`config.mk`:
```
export PLATFORM = sky130hd
export DESIGN_NAME = sc_t0_rx
export DESIGN_NICKNAME = d
export VERILOG_FILES = /design/src/rtl/sc_t0_rx_pkg.sv /design/src/rtl/sc_t0_rx_ctrl.sv /design/src/rtl/sc_t0_rx_dp.sv /design/src/rtl/sc_t0_rx.sv
export SDC_FILE = /design/constraint.sdc
export NUM_CORES = 1
export LEC_CHECK = 0
export BUFFER_PORTS_ARGS = -buffer_cell sky130_fd_sc_hd__buf_4
export CORE_MARGIN = 2
export CORE_UTILIZATION = 45
export CTS_BUF_LIST = sky130_fd_sc_hd__clkbuf_8 sky130_fd_sc_hd__clkbuf_16
export DETAILED_ROUTE_END_ITERATION = 6
export GPL_TIMING_DRIVEN = 0
export PLACE_DENSITY = 0.72
export REMOVE_ABC_BUFFERS = 1
export SLEW_MARGIN = 25
export SYNTH_ARGS = -nofsm -noshare
export SYNTH_HDL_FRONTEND = slang
export SYNTH_SLANG_ARGS = --single-unit
```
`constraint.sdc`:
```
create_clock -name clk -period 2.35 [get_ports clk]
set_input_delay 0.235 -clock clk [delete_from_list [all_inputs] [get_ports clk]]
set_output_delay 0.235 -clock clk [all_outputs]
set_load 0.03 [all_outputs]
```
`src/rtl/sc_t0_rx_pkg.sv`:
```
package sc_t0_rx_pkg;
  typedef enum logic [2:0] {
    ST_IDLE, ST_START, ST_BITS, ST_PEND, ST_NACK, ST_GUARD
  } rxState_e;

  // strobes from the sequencer to the datapath
  typedef struct packed {
    logic sampleBit;  // take ioIn into the shift register
    logic endChar;    // this sample is the parity bit
  } rxStrobe_t;
endpackage

```
`src/rtl/sc_t0_rx_ctrl.sv`:
```
module sc_t0_rx_ctrl
  import sc_t0_rx_pkg::*;
#(
  parameter int OVS        = 16,
  parameter int DATA_W     = 8,
  parameter int GUARD_BITS = 2
) (
  input  logic      clk,
  input  logic      rstN,
  input  logic      bitTick,
  input  logic      ioIn,
  input  logic      inhibitNack,
  input  logic      charBad,
  output rxStrobe_t strobe,
  output logic      nackDrive
);
  localparam int HALF        = OVS / 2;
  localparam int GUARD_TICKS = GUARD_BITS * OVS;
  localparam int TCW         = $clog2(GUARD_TICKS + 1);
  localparam int BIW         = $clog2(DATA_W + 2);
  localparam logic [TCW-1:0] HALF_LAST  = TCW'(HALF - 1);
  localparam logic [TCW-1:0] BIT_LAST   = TCW'(OVS - 1);
  localparam logic [TCW-1:0] GUARD_LAST = TCW'(GUARD_TICKS - 1);
  localparam logic [BIW-1:0] PAR_IDX    = BIW'(DATA_W);

  rxState_e       state, stateNxt;
  logic [TCW-1:0] tickCnt, cntNxt;
  logic [BIW-1:0] bitIdx, idxNxt;

  always_comb begin
    stateNxt = state;
    cntNxt   = tickCnt;
    idxNxt   = bitIdx;
    strobe   = '0;
    if (bitTick) begin
      unique case (state)
        ST_IDLE: if (!ioIn) begin
          stateNxt = ST_START;
          cntNxt   = '0;
        end
        ST_START: if (tickCnt == HALF_LAST) begin
          cntNxt   = '0;
          idxNxt   = '0;
          stateNxt = ioIn ? ST_IDLE : ST_BITS;
        end else cntNxt = tickCnt + 1'b1;
        ST_BITS: if (tickCnt == BIT_LAST) begin
          cntNxt           = '0;
          strobe.sampleBit = 1'b1;
          if (bitIdx == PAR_IDX) begin
            strobe.endChar = 1'b1;
            stateNxt       = ST_PEND;
          end else idxNxt = bitIdx + 1'b1;
        end else cntNxt = tickCnt + 1'b1;
        ST_PEND: if (tickCnt == HALF_LAST) begin
          cntNxt   = '0;
          stateNxt = (charBad && !inhibitNack) ? ST_NACK : ST_GUARD;
        end else cntNxt = tickCnt + 1'b1;
        ST_NACK: if (tickCnt == BIT_LAST) begin
          cntNxt   = '0;
          stateNxt = ST_GUARD;
        end else cntNxt = tickCnt + 1'b1;
        ST_GUARD: if (tickCnt == GUARD_LAST) begin
          cntNxt   = '0;
          stateNxt = ST_IDLE;
        end else cntNxt = tickCnt + 1'b1;
        default: stateNxt = ST_IDLE;
      endcase
    end
  end

  always_ff @(posedge clk) begin
    if (!rstN) begin
      state   <= ST_IDLE;
      tickCnt <= '0;
      bitIdx  <= '0;
    end else begin
      state   <= stateNxt;
      tickCnt <= cntNxt;
      bitIdx  <= idxNxt;
    end
  end

  assign nackDrive = (state == ST_NACK);

  AST_NACK_ON_BAD: assert property (@(posedge clk) disable iff (!rstN)
    $rose(nackDrive) |-> charBad && $past(!inhibitNack));
  AST_NO_NACK_INHIBIT: assert property (@(posedge clk) disable iff (!rstN)
    $rose(nackDrive) |-> $past(!inhibitNack));
endmodule

```
`src/rtl/sc_t0_rx_dp.sv`:
```
module sc_t0_rx_dp
  import sc_t0_rx_pkg::*;
#(
  parameter int DATA_W = 8,
  parameter int CNT_W  = 8
) (
  input  logic              clk,
  input  logic              rstN,
  input  logic              ioIn,
  input  logic              inhibitNack,
  input  logic              rdData,
  input  logic              rdErrCnt,
  input  logic              clrStatus,
  input  rxStrobe_t         strobe,
  output logic [DATA_W-1:0] rxData,
  output logic              rxReady,
  output logic              parityErr,
  output logic [CNT_W-1:0]  errCount,
  output logic              charBad
);
  localparam logic [CNT_W-1:0] CNT_MAX = {CNT_W{1'b1}};

  logic [DATA_W:0] shiftReg, frameNxt;
  logic            frameBad, storeNow, errNow;

  assign frameNxt = {ioIn, shiftReg[DATA_W:1]};
  assign frameBad = ^frameNxt;  // even parity over data and parity bit
  assign errNow   = strobe.endChar && frameBad;
  assign storeNow = strobe.endChar && (!frameBad || inhibitNack);

  always_ff @(posedge clk) begin
    if (!rstN) begin
      shiftReg  <= '0;
      rxData    <= '0;
      rxReady   <= 1'b0;
      parityErr <= 1'b0;
      errCount  <= '0;
      charBad   <= 1'b0;
    end else begin
      if (strobe.sampleBit) shiftReg <= frameNxt;
      if (strobe.endChar)   charBad  <= frameBad;
      if (storeNow) rxData <= frameNxt[DATA_W-1:0];
      if (storeNow)    rxReady <= 1'b1;
      else if (rdData) rxReady <= 1'b0;
      if (errNow)         parityErr <= 1'b1;
      else if (clrStatus) parityErr <= 1'b0;
      if (errNow) begin
        if (rdErrCnt)                 errCount <= CNT_W'(1);
        else if (errCount != CNT_MAX) errCount <= errCount + 1'b1;
      end else if (rdErrCnt) errCount <= '0;
    end
  end

  AST_BAD_NOT_STORED: assert property (@(posedge clk) disable iff (!rstN)
    errNow && !inhibitNack |=> $stable(rxData));
  AST_READY_SOURCE: assert property (@(posedge clk) disable iff (!rstN)
    $rose(rxReady) |-> $past(strobe.endChar));
  AST_PERR_STICKY: assert property (@(posedge clk) disable iff (!rstN)
    parityErr && !clrStatus |=> parityErr);
  AST_NO_OVERFLOW: assert property (@(posedge clk) disable iff (!rstN)
    errCount == CNT_MAX && !rdErrCnt |=> errCount == CNT_MAX);
  AST_CNT_CLEAR: assert property (@(posedge clk) disable iff (!rstN)
    rdErrCnt && !errNow |=> errCount == '0);
  AST_CNT_READ_ERR: assert property (@(posedge clk) disable iff (!rstN)
    rdErrCnt && errNow |=> errCount == CNT_W'(1));
  AST_READ_LOSES: assert property (@(posedge clk) disable iff (!rstN)
    rdData && storeNow |=> rxReady);
endmodule

```
`src/rtl/sc_t0_rx.sv`:
```
module sc_t0_rx
  import sc_t0_rx_pkg::*;
#(
  parameter int OVS        = 16,
  parameter int DATA_W     = 8,
  parameter int CNT_W      = 8,
  parameter int GUARD_BITS = 2
) (
  input  logic              clk,
  input  logic              rstN,
  input  logic              bitTick,
  input  logic              ioIn,
  output logic              ioDriveLow,
  input  logic              inhibitNack,
  input  logic              rdData,
  input  logic              rdErrCnt,
  input  logic              clrStatus,
  output logic [DATA_W-1:0] rxData,
  output logic              rxReady,
  output logic              parityErr,
  output logic [CNT_W-1:0]  errCount
);
  rxStrobe_t strobe;
  logic      charBad;

  sc_t0_rx_ctrl #(.OVS(OVS), .DATA_W(DATA_W), .GUARD_BITS(GUARD_BITS)) u_ctrl (
    .clk(clk), .rstN(rstN), .bitTick(bitTick), .ioIn(ioIn),
    .inhibitNack(inhibitNack), .charBad(charBad),
    .strobe(strobe), .nackDrive(ioDriveLow)
  );

  sc_t0_rx_dp #(.DATA_W(DATA_W), .CNT_W(CNT_W)) u_dp (
    .clk(clk), .rstN(rstN), .ioIn(ioIn), .inhibitNack(inhibitNack),
    .rdData(rdData), .rdErrCnt(rdErrCnt), .clrStatus(clrStatus),
    .strobe(strobe), .rxData(rxData), .rxReady(rxReady),
    .parityErr(parityErr), .errCount(errCount), .charBad(charBad)
  );
endmodule

```
==> flow_summary.ini <==
[placed_design]
port_buffers = 26
gp_congestion = 0.8740
dp_hpwl_mm = 3.202
place_area_sq_mm = 0.002356

[clock_tree]
clk_latency_ns = 0.30
cts_buffers = 5
holdBufCountCts = 0
cts.sinks = 40
cts_root_buf = clkbuf_8
clock_path_buffers = 2
cts_tree = yes
htreeDepth = 2
clk_pin_slew_worst_paths_ns = 0.09

[yosys]
async_reset_ff_share_pct = 0
synth_cell_types = 50
synthFlopType = dfxtp_1
syn_area_sq_mm = 0.002145
synth-edff-count = 0
synth_seq_cells = 40
synth-seq-area-share_pct = 37.34
synth_warnings = 0
synth_cells = 257
synth.avg_cell_area_sq_um = 8.345

[finish]
diodes = 0
syn2layout_area_growth_pct = 16.98
fillers = 444
multi_input_area_sq_mm = 0.001290
final_nets = 291
fin_area_sq_mm = 0.002509
drive_gt1_share_pct = 18.57
seqCellArea_sq_um = 803.3

[timing]
worst_pin_slew_ns = 0.8132
slew_headroom_pct = 44.93
fin_crit_sh_pct = 94.71
fin_tns_setup_ns = 0
maxClockFrequency_ghz = 0.4493
final.min_clock_period_ns = 2.226
finalSetupViolations = 0
rsz0062_at_grt = true
final-hold-violation-count = 0
fin_worst_skew_ns = 0.01016
slew_viol_final = 0

[floorplan]
start_util_pct = 46.01
num_rows = 25
io_pins = 27
dieArea_sq_mm = 0.005334
die_w_microns = 73.04
die_h_microns = 73.04
core_area_sq_mm = 0.004661

[job]
max_cap_viol_count = 0

[critical_path]
crit_arrival_ns = 2.46
r2r_end = u_dp.rxData[2]
rr_startpoint = u_dp.shiftReg[4]
endpoint_kind = flip-flop
reg2reg_depth = 5
cp-startpoint = u_dp.shiftReg[4]
crit_buf_inv = 0
critPathRequiredTime_ns = 2.59
crit_chain = xnor2_1 > xnor3_2 > xnor2_2 > a21oi_2 > mux2i_1
start_kind = flip-flop
critPathTopFamily = XOR/XNOR gates
endpoint = u_dp.rxData[2]
cp.depth = 5
cp_slowest_cell = a21oi_2
slowest_delay_ns = 0.61
criticalPathCategory = reg -> reg
crit_fanout = 9
reg2reg_slack_ns = 0.12

[routing]
drc = 0
vias = 1927
dr.pass1.iters = 4
wl_per_cell_microns = 13.77
ant_nets = 0
via_per_inst = 5.769
routed_wl_mm = 4.598
drt_iter0_drc = 122

[status]
status = finished clean

[grt]
grt_antenna_before_repair = 0
grt-ovfl-total = 0
globalRouteTotalUtil_pct = 17.27
first_global_vias = 1604
grt_pass1_wl_mm = 7.182
grt_max_degree = 28

[pwr]
p_per_area_mw_per_mm2 = 540.0
leakage_nw = 0.9718
irDropWorstVdd_v = 0.0004654

[min_path]
hold_class = in -> reg
==> cell type report <==
type,instances,share of cell area (%)
Multi-Input combinational cell,197,51.42
Sequential cell,40,32.02
Timing Repair Buffer,27,8.080
Clock buffer,5,2.743
Tap cell,54,2.693
Clock inverter,3,1.845
Inverter,8,1.197
==> report_power, final <==
part	switching, mW	internal [mW]	leakage [nW]	total [mW]
combinational	0.0514	0.0330	0.594	0.0845
clock	0.261	0.320	0.0548	0.581
sequential	0.00879	0.681	0.323	0.689
total	0.321	1.03	0.972	1.35
==> kinds of logic (layout without fill, tap and decap cells) <==
family	after synthesis	count (layout)	share of synthesized area, %
mux	17	17	7.935
simple gates	116	116	28.30
buf+inv	20	43	3.967
compound gates	52	52	15.81
flops	40	40	37.34
xor+xnor	8	8	4.317
fa+ha+maj	4	4	2.334
==> how the worst min path moves through the flow <==
stage,start,to,cells after the start
floorplan,rstN,u_ctrl.tickCnt[3],2
global placement,u_dp.rxData[6],u_dp.rxData[6],2
detailed placement,u_dp.rxData[6],u_dp.rxData[6],2
CTS,clrStatus,u_dp.parityErr,3
global route,clrStatus,u_dp.parityErr,3
finish,clrStatus,u_dp.parityErr,3
==> flip-flops by register name (all words and copies together), names as in the netlist <==
signal and flops:
u_dp.charBad 1, u_ctrl.tickCnt 6, u_ctrl.bitIdx 4, u_dp.rxReady 1
u_dp.errCount 8, u_dp.rxData 8, u_ctrl.state 3, u_dp.parityErr 1
u_dp.shiftReg 8
==> metrics by stage <==
step | total power [mW] | std cells | setup slack (ns) | hold slack (ns) | util, %
2_1_floorplan | 0.7528 | 245 | 0.1488 | 0.3511 | -
3_3_place_gp | 0.7860 | 325 | -0.2529 | 0.4453 | 50.47
3_5_place_dp | 0.7875 | 325 | -0.08808 | 0.4510 | 50.55
4_1_cts | 1.365 | 333 | 0.01856 | 0.1883 | 53.23
5_1_grt | 1.406 | 334 | -0.01854 | 0.1849 | 53.83
6_report | 1.355 | 334 | 0.1243 | 0.1924 | 53.83
==> Yosys cell counts, drive strengths merged (3+ instances only) <==
master	n	area (sq um)
dfxtp	40	800.8
nand2	34	127.6
nor2	21	78.83
a21oi	17	85.08
mux2i	17	170.2
nand3	14	70.07
clkbuf	9	33.78
o21ai	9	45.04
inv	8	30.03
nand4	7	43.79
a31oi	6	37.54
and3	6	37.54
nor3	5	25.02
xnor2	5	51.30
ha	4	50.05
nand2b	4	25.02
a211oi	3	22.52
and2	3	18.77
buf	3	21.27
nor2b	3	18.77
o311ai	3	26.28
==> per-layer routing <==
layer / track usage [%] / vias to the layer above / share of wire, %
met5: 0 / - / 0
met4: 4.938 / 0 / 0.54
met3: 5.525 / 4 / 6.2
met2: 26.83 / 57 / 46
met1: 22.95 / 885 / 47
li1: - / 981 / -
==> tightest hold or removal path, stage by stage <==
cell and delay [ns]:
buf_4 0.07, nand2b_1 0.09, a21oi_1 0.05
==> layout by cell type (no fill, tap or decap), types with 2 or more instances in the layout <==
master    Yosys  layout
mux2i_1      17      17
xnor2_2       1       2
nand2b_1      4       4
nand3_1      14      13
a211oi_1      3       3
or3_1         2       2
xnor2_1       4       3
a31oi_1       6       5
ha_1          4       3
or3b_2        2       2
o311a_1       2       2
xor2_1        2       2
nor4_1        2       2
dfxtp_2       0       2
dfxtp_1      40      38
o311ai_0      2       2
and3_1        6       6
a21oi_1      17      16
nor3_1        5       5
o211ai_1      2       2
a311oi_1      2       2
and2_1        3       3
clkbuf_8      0       5
nand3b_1      2       2
inv_1         8       8
nor2b_1       3       3
nor4b_1       2       2
buf_4         0      27
nor2_1       21      20
nand4_1       7       7
nand2_1      34      34
o21ai_0       9       9
==> what timing repair did <==
action | CTS | global route
gates resized for setup | 2 | 6
buffers inserted | 0 | 1
setup endpoints to repair | 7 | 18
Note: power is estimated with default switching activity, not from simulation.
